`src/rtl/flash_wp_pkg.sv`:
```
package flash_wp_pkg;
  localparam int ADDR_W   = 17;
  localparam int CODE_W   = 3;
  localparam int PAGE_W   = 8;
  localparam int SECTOR_W = 12;
  localparam int BLOCK_W  = 15;
  localparam int FULL_CODE = 6;

  typedef enum logic [2:0] {
    OP_NONE   = 3'd0,
    OP_WEN    = 3'd1,
    OP_WDIS   = 3'd2,
    OP_STWR   = 3'd3,
    OP_PROG   = 3'd4,
    OP_SERASE = 3'd5,
    OP_BERASE = 3'd6,
    OP_CERASE = 3'd7
  } op_e;
endpackage

```
`src/rtl/flash_wp_bound.sv`:
```
module flash_wp_bound #(
  parameter int ADDR_W    = 17,
  parameter int CODE_W    = 3,
  parameter int FULL_CODE = 6
) (
  input  logic [CODE_W-1:0] code,
  output logic [ADDR_W:0]   bound
);
  localparam logic [ADDR_W:0] TOP = {1'b1, {ADDR_W{1'b0}}};
  localparam logic [CODE_W-1:0] FULL_C = CODE_W'(FULL_CODE);

  logic [CODE_W-1:0] shamt;

  always_comb begin
    shamt = FULL_C - code;
    if (code == '0) begin
      bound = TOP;
    end else if (code >= FULL_C) begin
      bound = '0;
    end else begin
      bound = TOP - (TOP >> shamt);
    end
  end
endmodule

```
`src/rtl/flash_wp_range.sv`:
```
module flash_wp_range
  import flash_wp_pkg::*;
#(
  parameter int ADDR_W   = 17,
  parameter int PAGE_W   = 8,
  parameter int SECTOR_W = 12,
  parameter int BLOCK_W  = 15
) (
  input  op_e              op,
  input  logic [ADDR_W-1:0] addr,
  input  logic [ADDR_W:0]   bound,
  input  logic              code_nz,
  output logic              hit
);
  localparam int NSPAN = 3;
  localparam int SPAN_W [NSPAN] = '{PAGE_W, SECTOR_W, BLOCK_W};

  logic [NSPAN-1:0] span_hit;

  for (genvar g = 0; g < NSPAN; g++) begin : g_span
    localparam logic [ADDR_W-1:0] MASK = ADDR_W'((1 << SPAN_W[g]) - 1);
    logic [ADDR_W:0] span_top;
    assign span_top    = {1'b0, addr | MASK};
    assign span_hit[g] = (span_top >= bound);
  end

  always_comb begin
    unique case (op)
      OP_PROG:   hit = span_hit[0];
      OP_SERASE: hit = span_hit[1];
      OP_BERASE: hit = span_hit[2];
      OP_CERASE: hit = code_nz;
      default:   hit = 1'b0;
    endcase
  end
endmodule

```
`src/rtl/flash_wp_state.sv`:
```
module flash_wp_state
  import flash_wp_pkg::*;
#(
  parameter int CODE_W = 3
) (
  input  logic              clk,
  input  logic              rst_n,
  input  logic              valid,
  input  op_e               op,
  input  logic              wp,
  input  logic              hit,
  input  logic [CODE_W-1:0] new_code,
  output logic              wel,
  output logic [CODE_W-1:0] code,
  output logic              grant,
  output logic              deny
);
  logic              gated, ok;
  logic              wel_en, wel_d;
  logic              code_en;
  logic              grant_d, deny_d;

  always_comb begin
    gated   = valid && (op inside {OP_STWR, OP_PROG, OP_SERASE, OP_BERASE, OP_CERASE});
    ok      = (op == OP_STWR) ? (wel && !wp) : (wel && !hit);
    wel_en  = gated || (valid && (op == OP_WEN || op == OP_WDIS));
    wel_d   = valid && (op == OP_WEN);
    code_en = gated && ok && (op == OP_STWR);
    grant_d = gated && ok;
    deny_d  = gated && !ok;
  end

  always_ff @(posedge clk or negedge rst_n) begin
    if (!rst_n) begin
      wel   <= 1'b0;
      code  <= '0;
      grant <= 1'b0;
      deny  <= 1'b0;
    end else begin
      if (wel_en)  wel  <= wel_d;
      if (code_en) code <= new_code;
      grant <= grant_d;
      deny  <= deny_d;
    end
  end
endmodule

```
`src/rtl/flash_wp_guard.sv`:
```
module flash_wp_guard
  import flash_wp_pkg::*;
(
  input  logic              clk,
  input  logic              rst_n,
  input  logic              cmd_valid,
  input  logic [2:0]        cmd_op,
  input  logic [ADDR_W-1:0] addr,
  input  logic [CODE_W-1:0] sr_code,
  input  logic              wp_assert,
  output logic              grant,
  output logic              deny,
  output logic              wel,
  output logic [CODE_W-1:0] prot_code
);
  logic [1:0]        rst_sync;
  logic              rst_q_n;
  logic [ADDR_W:0]   bound;
  logic              hit;
  op_e               op;

  always_ff @(posedge clk or negedge rst_n) begin
    if (!rst_n) rst_sync <= 2'b00;
    else        rst_sync <= {rst_sync[0], 1'b1};
  end
  assign rst_q_n = rst_sync[1];
  assign op      = op_e'(cmd_op);

  flash_wp_bound #(.ADDR_W(ADDR_W), .CODE_W(CODE_W), .FULL_CODE(FULL_CODE)) u_bound (
    .code  (prot_code),
    .bound (bound)
  );

  flash_wp_range #(.ADDR_W(ADDR_W), .PAGE_W(PAGE_W), .SECTOR_W(SECTOR_W),
                   .BLOCK_W(BLOCK_W)) u_range (
    .op      (op),
    .addr    (addr),
    .bound   (bound),
    .code_nz (prot_code != '0),
    .hit     (hit)
  );

  flash_wp_state #(.CODE_W(CODE_W)) u_state (
    .clk      (clk),
    .rst_n    (rst_q_n),
    .valid    (cmd_valid),
    .op       (op),
    .wp       (wp_assert),
    .hit      (hit),
    .new_code (sr_code),
    .wel      (wel),
    .code     (prot_code),
    .grant    (grant),
    .deny     (deny)
  );
endmodule

```
`config.mk`:
```
export PLATFORM = sky130hd
export DESIGN_NAME = flash_wp_guard
export DESIGN_NICKNAME = d
export VERILOG_FILES = /design/src/rtl/flash_wp_pkg.sv /design/src/rtl/flash_wp_bound.sv /design/src/rtl/flash_wp_range.sv /design/src/rtl/flash_wp_state.sv /design/src/rtl/flash_wp_guard.sv
export SDC_FILE = /design/constraint.sdc
export NUM_CORES = 1
export LEC_CHECK = 0
export ABC_CLOCK_PERIOD_IN_PS = 800
export BUFFER_PORTS_ARGS = -buffer_cell sky130_fd_sc_hd__buf_2
export CAP_MARGIN = 20
export CORE_ASPECT_RATIO = 1.25
export CORE_MARGIN = 4
export CORE_UTILIZATION = 47
export CTS_CLUSTER_SIZE = 40
export DETAILED_ROUTE_END_ITERATION = 8
export GPL_TIMING_DRIVEN = 0
export PLACE_DENSITY = 0.78
export SYNTH_ARGS = -nofsm -noshare
export SYNTH_HDL_FRONTEND = slang
export SYNTH_HIERARCHICAL = 1
export SYNTH_SLANG_ARGS = --single-unit
```
`constraint.sdc`:
```
create_clock -name clk -period 0.8 [get_ports clk]
set_clock_uncertainty 0.1 [all_clocks]
set_input_delay 0.16 -clock clk [delete_from_list [all_inputs] [get_ports clk]]
set_output_delay 0.16 -clock clk [all_outputs]
set_load 0.05 [all_outputs]
```
==> results of run 1 <==
cell usage in the layout, fill, tap and decap left out, types with 2 or more instances in the layout:
cell,count
ha_1,13
nand2_1,8
nor2b_1,3
inv_2,2
buf_6,8
nand2b_1,4
mux2_4,3
nand4_1,3
or3_4,2
o21ai_0,3
inv_1,13
conb_1,11
dfrtp_2,5
clkbuf_1,2
buf_8,4
nor3_1,5
nor2_1,6
nand3_1,3
dfrtp_1,3
o21ai_1,2
clkbuf_4,3
buf_4,25
a21oi_1,7
buf_2,18
nand4b_1,2
layout make-up:
| type | count | area [µm²] |
|---|---|---|
| Multi-Input combinational cell | 101 | 820 |
| Buffer | 14 | 113 |
| Clock buffer | 4 | 26.3 |
| Inverter | 16 | 60.1 |
| Fill cell | 173 | 594 |
| Sequential cell | 8 | 206 |
| Tap cell | 31 | 38.8 |
| Timing Repair Buffer | 43 | 329 |
timing repair:
| item | 4_1_cts | 5_1_grt |
|---|---|---|
| gates resized for setup | 19 | 13 |
| hold buffers | 1 | 0 |
| endpoints found under the setup margin | 12 | 12 |
| setup buffers | 14 | 4 |
| pin swaps | 3 | 3 |
| endpoints found under the hold margin | 8 | 0 |
power groups by stage:
stage	logic [mW]	clock network, mW	registers [mW]
2_1_floorplan	0.991	0	0.637
3_3_place_gp	1.36	0	0.512
3_5_place_dp	1.41	0	0.518
4_1_cts	1.71	0.348	0.504
5_1_grt	2.07	0.379	0.509
6_report	1.89	0.356	0.503
kinds of logic (layout without fill, tap and decap cells):
group	after synthesis	count (layout)	synth area share
AOI/OAI and AO/OA	23	23	0.146
and+or+nand+nor	49	49	0.289
other	2	11	0.00705
adders and majority gates	15	15	0.176
DFF	8	8	0.188
muxes	3	3	0.0317
buffers and inverters	30	77	0.162
critical path: stages (launching register included):
cell and delay (ps):
dfrtp_2 410, buf_6 140, and2_4 150, nand2_1 100, ha_4 180, or3_4 340
o41ai_4 70, inv_1 80, ha_1 270, nand4b_1 170, buf_4 140, buf_4 90
buf_4 90, nand3b_1 70, a311o_1 310, nand2b_4 150, nand2_2 70, a21boi_2 50
flip-flops by register name, indices dropped and copies added (netlist names):
register       flops
rst_sync           2
u_state/grant      1
u_state/wel        1
u_state/deny       1
u_state/code       3
metrics by stage:
| stage | setup TNS [ps] | instances | hold slack [ps] | cell area [µm²] |
|---|---|---|---|---|
| finish | -8450 | 217 | -20.8 | 1590 |
| global route | -8850 | 217 | 10.8 | 1590 |
| CTS | -7950 | 213 | -16.2 | 1500 |
| detailed placement | -6730 | 194 | -154 | 1300 |
| global placement | -6550 | 194 | -155 | 1300 |
| floorplan | -6420 | 139 | -236 | 1140 |
worst max path at each step:
| stage | end | start | cells after the start |
|---|---|---|---|
| floorplan | u_state/deny | u_state/code[1] | 16 |
| CTS | u_state/deny | u_state/code[2] | 16 |
| detailed placement | u_state/deny | u_state/code[1] | 16 |
| global route | u_state/deny | u_state/code[2] | 16 |
| global placement | u_state/deny | u_state/code[1] | 16 |
| finish | u_state/deny | u_state/code[1] | 17 |
metal layers:
metal / share of wire / vias to the layer above / track usage / wire (µm)
met1: 0.38 / 510 / 0.207 / 1080
met3: 0.026 / 7 / 0.0291 / 74
met2: 0.57 / 25 / 0.362 / 1620
met4: 0.020 / 0 / 0.0731 / 57
li1: - / 548 / - / -
met5: 0 / - / 0 / 0
==> flow_metrics.tcl, run 1 <==
set metrics [dict create \
    syn_avg_cell_area_um2 8.19 \
    drt_iter0_markers 14 \
    final-hold-violation-count 4 \
    drtAntennaViolNets 0 \
    die_w_um 50.6 \
    yosys_warnings 6 \
    grt_usage 0.188 \
    switchingPower_mw 1.17 \
    dieArea_um2 3100 \
    crit-reg2reg-launch "u_state/code[1]" \
    grt_pass1_vias 1085 \
    grt_max_degree 10 \
    clk-insertion-delay-late_ps 280 \
    overflow 0 \
    tritoncts "built" \
    ys_ff_latch 8 \
    totalWireLength_um 2830 \
    fin_util 0.728 \
    drc 0 \
    status "finished, violations left" \
    path_class "reg -> reg" \
    grt_pass1_wl_um 4510 \
    grt_antenna_before_repair 0 \
    async_flop_share 1.00 \
    core_area_um2 2190 \
    whs_ps -20.8 \
    peakVddDrop_mv 1.03 \
    finalCritPeriodShare 3.84 \
    crit_fanout 5 \
    vias 1090 \
    setup_violations 12 \
    min_period_ps 3070 \
    synth_most_common_cell "ha_1" \
    cts-buffers-inserted 3 \
    synth_area_um2 1060 \
    dp_hpwl_um 1920 \
    internal_power_mw 1.58 \
    worstPathArrival_ps 3140 \
    start_kind "flop" \
    drive_gt1_frac 0.457 \
    regToRegSetupSlack_ps -2270 \
    via_per_inst 5.02 \
    slew_viol_final 0 \
    synth.top_cells.by_count "ha_1 (15), inv_1 (14), buf_4 (10)" \
    worst_r2r_endpoint "u_state/deny" \
    hp-class "reg -> async" \
    htree_num_levels 1 \
    power.density_nw_per_um2 1730 \
    synth_edf_count 0 \
    fmax_mhz 325 \
    routabilityCongestion 0.808 \
    cts_root_buf "clkbuf_4" \
    power_frac_comb 0.688 \
    clk_transition_reported_paths_ps 70 \
    firstDrtPassIters 4 \
    p_seq_frac 0.183 \
    cts_sinks 8 \
    cellLeakagePower_nw 0.754 \
    syn_inst 130 \
    required_ps 870 \
    num_io_pins 33 \
    synth_ff_type "dfrtp_1" \
    cp-end-kind "flop" \
    violations "negative hold slack, negative setup slack" \
    synth_top_cell_area_share 0.188 \
    synth_area_leader_cell "dfrtp_1" \
    synth_area_leaders "dfrtp_1 (19%), ha_1 (18%), buf_4 (7.1%), inv_1 (4.9%), a21oi_1 (3.8%)" \
    reg2regPathDepth 17 \
    port_buffers 24 \
    synth_cell_types 41 \
    detail_route.wl_per_cell_um 13.0 \
    maxCapViolCount 0 \
    dp_slack_ps -2350 \
    grt_setup_unrepaired "true" \
    ys_seq_area_frac 0.188 \
    rows 19 \
    switching_share 0.425 \
    clk_path_buf_depth 2 \
    p_clk_frac 0.129 \
    antennaDiodeCount 0 \
    initial_core_util 0.487 \
    nNetsFinal 229 \
    syn2layout_area_growth_pct 49.6 \
    die_h_um 61.2 \
    final.setup.worst_slack_ps -2270 \
    p_total_mw 2.75 \
]
No activity file was read; power rests on OpenSTA's default activity.
==> run 2, diff against run 1 <==
--- a/config.mk
+++ b/config.mk
@@ -13,7 +13,6 @@
 export CORE_UTILIZATION = 47
 export CTS_CLUSTER_SIZE = 40
 export DETAILED_ROUTE_END_ITERATION = 8
-export GPL_TIMING_DRIVEN = 0
 export PLACE_DENSITY = 0.78
 export SYNTH_ARGS = -nofsm -noshare
 export SYNTH_HDL_FRONTEND = slang
==> flow_metrics.tcl, run 2 (synthesis gave the netlist of run 1 again) <==
set metrics [dict create \
    status "finished, violations left" \
    violations "negative hold slack, negative setup slack" \
    initial_core_util 0.487 \
    critPathTopFamily "simple AND/OR/NAND/NOR gates" \
    mostFrequentLayoutCell "buf_4" \
    grt_max_degree 8 \
    drive_gt1_frac 0.487 \
    p_total_mw 3.08 \
    rows 19 \
    clk_transition_reported_paths_ps 70 \
    overflow 0 \
    grt_antenna_before_repair 0 \
    clk-insertion-delay-late_ps 260 \
    layout_common_cells "buf_4 (34), buf_2 (18), inv_1 (12), conb_1 (11), ha_1 (10)" \
    hp-class "reg -> async" \
    dieArea_um2 3100 \
    antennaDiodeCount 0 \
    cts_root_buf "clkbuf_4" \
    routabilityCongestion 0.931 \
    slowest_stage "dfrtp_2" \
    required_ps 890 \
    fin_util 0.755 \
    dp_slack_ps -2240 \
    cellLeakagePower_nw 0.775 \
    finalCritPeriodShare 3.88 \
    core_area_um2 2190 \
    final-hold-violation-count 3 \
    cp_common_cell "inv_2" \
    fmax_mhz 322 \
    maxCapViolCount 0 \
    reg_top3 "u_state/code: 3 flops, rst_sync: 2 flops" \
    nNetsFinal 234 \
    drtAntennaViolNets 0 \
    path_buf_inv 2 \
    worstPathArrival_ps 3200 \
    tritoncts "built" \
    syn2layout_area_growth_pct 55.1 \
    num-fill-cells 150 \
    dp_hpwl_um 2300 \
    cts-buffers-inserted 3 \
    start_kind "flop" \
    die_w_um 50.6 \
    via_per_inst 5.10 \
    totalWireLength_um 3340 \
    cp-end-kind "flop" \
    peakVddDrop_mv 1.05 \
    cts_sinks 8 \
    vias 1132 \
    largest_reg_flops 3 \
    power.density_nw_per_um2 1870 \
    grt_pass1_wl_um 4970 \
    clk_path_buf_depth 2 \
    final.setup.worst_slack_ps -2310 \
    htree_num_levels 1 \
    grt_usage 0.207 \
    setup_violations 12 \
    top_register "u_state/code" \
    detail_route.wl_per_cell_um 15.1 \
    crit_fanout 7 \
    drc 0 \
    min_period_ps 3110 \
    slowest_delay_ps 490 \
    die_h_um 61.2 \
    num_io_pins 33 \
    path_class "reg -> reg" \
    port_buffers 24 \
    cp_cell_sequence "nor3_4 > inv_2 > ha_2 > or3_4 > o41ai_4 > inv_2 > ha_4 > nand4b_1 > nor3_2 > o31ai_2 > a311oi_2 > a311o_1 > nand2b_4 > nand2_1 > a21boi_2" \
    drt_iter0_markers 24 \
    grt_setup_unrepaired "true" \
    slew_viol_final 0 \
    whs_ps -9.93 \
    grt_pass1_vias 1168 \
    firstDrtPassIters 5 \
]
==> run 2: cell types whose count changed in the layout (fill, tap and decap cells not counted), sizes merged <==
cell	delta
buf	+6
clkbuf	-1
==> run 2: layout make-up <==
| class | instances | area (µm²) | share of cell area |
|---|---|---|---|
| multi-input cells | 101 | 843 | 0.511 |
| repair buffers | 62 | 477 | 0.289 |
| flip-flops and latches | 8 | 206 | 0.125 |
| inverters | 16 | 60.1 | 0.0364 |
| well taps | 31 | 38.8 | 0.0235 |
| clock buffers | 4 | 26.3 | 0.0159 |
==> run 2: power by group <==
part           switching (mW)  internal (mW)
Sequential             0.0726          0.453
Combinational            1.06           1.14
Clock                   0.166          0.192
==> run 2: path summary, 6_finish.rpt <==
check | startpoint | to | slack, ps | cells after the start
worst max-delay path | u_state/code[1] | u_state/deny | -2310 | 15
worst min-delay path | rst_sync[1] | u_state/deny | -10 | 0
worst max register to register | u_state/code[1] | u_state/deny | -2310 | 15
worst min register to register | rst_sync[1] | u_state/deny | -10 | 0
max in group asynchronous | rst_sync[1] | u_state/wel | 360 | 0
min in group clk | sr_code[2] | u_state/code[2] | 40 | 2
==> run 2: what timing repair did <==
action	4_1_cts	5_1_grt
setup endpoints to repair	12	12
pin swaps	5	5
setup buffers	7	2
resized for setup	20	12
hold endpoints to repair	2	0
hold buffers	1	0
==> run 2: stage by stage <==
step                setup TNS [ps]  area, µm²  std cells
CTS                          -8370       1570        220
global placement             -6430       1410        208
global route                 -9060       1650        222
floorplan                    -6420       1140        139
finish                       -8570       1650        222
detailed placement           -6870       1410        208
==> run 2: per-layer routing <==
layer	part of all wire	wire length [µm]	track usage
met1	0.40	1340	0.214
met2	0.57	1910	0.463
met3	0.017	56	0.00969
met4	0.011	38	0.0269
met5	0	0	0
==> run 2: worst register-to-register path: cells and delay by family (launching register included) <==
family,cells,cell delay (ps)
flip-flops,1,490
AO/OA/AOI/OAI,5,730
AND/OR/NAND/NOR,6,1120
adder cells (fa/ha/maj),2,440
buffers and inverters,2,160
==> run 3, diff against run 2 <==
--- a/config.mk
+++ b/config.mk
@@ -8,12 +8,14 @@
 export ABC_CLOCK_PERIOD_IN_PS = 800
 export BUFFER_PORTS_ARGS = -buffer_cell sky130_fd_sc_hd__buf_2
 export CAP_MARGIN = 20
+export CELL_PAD_IN_SITES_DETAIL_PLACEMENT = 0
+export CELL_PAD_IN_SITES_GLOBAL_PLACEMENT = 2
 export CORE_ASPECT_RATIO = 1.25
 export CORE_MARGIN = 4
-export CORE_UTILIZATION = 47
+export CORE_UTILIZATION = 29
 export CTS_CLUSTER_SIZE = 40
 export DETAILED_ROUTE_END_ITERATION = 8
-export PLACE_DENSITY = 0.78
+export PLACE_DENSITY = 0.84
 export SYNTH_ARGS = -nofsm -noshare
 export SYNTH_HDL_FRONTEND = slang
 export SYNTH_HIERARCHICAL = 1
==> flow_metrics.tcl, run 3 (synthesis gave the netlist of run 1 again) <==
set metrics [dict create \
    status "finished, violations left" \
    violations "negative hold slack, negative setup slack" \
    firstDrtPassIters 4 \
    grt_pass1_vias 1126 \
    path_class "reg -> reg" \
    core_area_um2 3510 \
    reg_top3 "u_state/code: 3 flops, rst_sync: 2 flops" \
    hp-class "reg -> async" \
    top_register "u_state/code" \
    layout_common_cells "buf_4 (34), buf_2 (18), inv_1 (13), ha_1 (12), conb_1 (11)" \
    slew_viol_final 0 \
    totalWireLength_um 2730 \
    overflow 0 \
    dieArea_um2 4710 \
    detail_route.wl_per_cell_um 12.0 \
    num_io_pins 33 \
    die_h_um 75.7 \
    fin_util 0.460 \
    setup_violations 12 \
    final.setup.worst_slack_ps -2150 \
    initial_core_util 0.303 \
    drive_gt1_frac 0.471 \
    drt_iter0_markers 62 \
    start_kind "flop" \
    reg2regPathDepth 16 \
    grt_setup_unrepaired "true" \
    mostFrequentLayoutCell "buf_4" \
    p_seq_frac 0.172 \
    required_ps 810 \
    worstPathArrival_ps 2960 \
    fmax_mhz 339 \
    grt_pass1_wl_um 4800 \
    syn2layout_area_growth_pct 51.7 \
    clk_path_buf_depth 2 \
    p_clk_frac 0.175 \
    min_period_ps 2950 \
    clk-insertion-delay-late_ps 230 \
    tritoncts "built" \
    grt_usage 0.124 \
    clk_transition_reported_paths_ps 50 \
    cellLeakagePower_nw 0.767 \
    port_buffers 24 \
    cts-buffers-inserted 3 \
    drc 0 \
    power_frac_comb 0.653 \
    switching_share 0.396 \
    cp-end-kind "flop" \
    cp_cell_sequence "nor3_4 > inv_2 > ha_4 > or3_4 > o41ai_2 > inv_1 > ha_1 > nand4b_1 > buf_4 > buf_4 > buf_4 > nand3b_1 > a311o_1 > nand2b_4 > nand2_1 > a21boi_1" \
    routabilityCongestion 0.790 \
    drtAntennaViolNets 0 \
    finalCritPeriodShare 3.69 \
    power.density_nw_per_um2 1860 \
    grt_max_degree 10 \
    peakVddDrop_mv 1.81 \
    cts_sinks 8 \
    antennaDiodeCount 0 \
    crit_fanout 5 \
    dp_hpwl_um 2150 \
    switchingPower_mw 1.19 \
    rows 24 \
    vias 1068 \
    final-hold-violation-count 3 \
    cts_root_buf "clkbuf_8" \
    cp_common_cell "buf_4" \
    via_per_inst 4.68 \
    internal_power_mw 1.82 \
    nNetsFinal 232 \
    slowest_delay_ps 440 \
    p_total_mw 3.01 \
    grt_antenna_before_repair 0 \
    die_w_um 62.2 \
    htree_num_levels 1 \
    slowest_stage "dfrtp_2" \
    maxCapViolCount 0 \
    whs_ps -3.68 \
    largest_reg_flops 3 \
]
## run 3: layer usage
layer / vias up / part of all wire / track usage
met5: - / 0 / 0
met4: 0 / 0.019 / 0.0530
met3: 4 / 0.062 / 0.0265
met2: 26 / 0.49 / 0.233
met1: 487 / 0.42 / 0.134
li1: 551 / - / -
## run 3: final cells by class
| class | instances | area, µm² |
|---|---|---|
| timing repair buffer | 60 | 438 |
| tap | 39 | 48.8 |
| sequential | 8 | 206 |
| multi-input combinational | 101 | 817 |
| fill | 359 | 1900 |
| inverter | 16 | 60.1 |
| clock buffer | 4 | 45.0 |
## run 3: final timing paths
check / slack (ps) / endpoint / from
setup / recovery: -2150 / u_state/deny / u_state/code[1]
hold reg to reg: -4 / u_state/code[0] / rst_sync[1]
max in group asynchronous: 360 / rst_sync[1] / rst_n
hold / removal: -4 / u_state/code[0] / rst_sync[1]
min in group clk: 60 / u_state/code[2] / sr_code[2]
setup reg to reg: -2150 / u_state/deny / u_state/code[1]
## run 3: stage by stage
stage,hold slack [ps],setup WS [ps],instances,TNS [ps],instance area (µm²)
floorplan,-236,-2220,139,-6420,1140
global placement,-156,-2100,216,-6760,1410
detailed placement,-153,-2170,216,-6840,1410
CTS,9.41,-2120,226,-7950,1580
global route,24.8,-2360,228,-8560,1620
finish,-3.68,-2150,228,-7960,1620
## run 3: worst max-delay path, delay by kind of cell, from the launching register on
family / cells / cell delay (ps)
AO/OA/AOI/OAI: 3 / 440
adder cells (fa/ha/maj): 2 / 430
buffers and inverters: 5 / 460
flip-flops: 1 / 440
AND/OR/NAND/NOR: 6 / 950
## run 3: repair_timing
action	in CTS	in global routing
gates cloned	0	0
hold endpoints to repair	2	0
buffers inserted	5	2
gates resized for setup	20	7
pin swaps	2	2
hold buffers	1	0
endpoints found under the setup margin	12	12
## run 3: power by group through the flow
| stage | Sequential [mW] | Clock, mW | Combinational (mW) |
|---|---|---|---|
| 6_report | 0.519 | 0.526 | 1.97 |
| 5_1_grt | 0.529 | 0.566 | 2.20 |
| 4_1_cts | 0.518 | 0.538 | 1.88 |
| 3_5_place_dp | 0.525 | 0 | 1.66 |
| 3_3_place_gp | 0.525 | 0 | 1.63 |
| 2_1_floorplan | 0.637 | 0 | 0.991 |
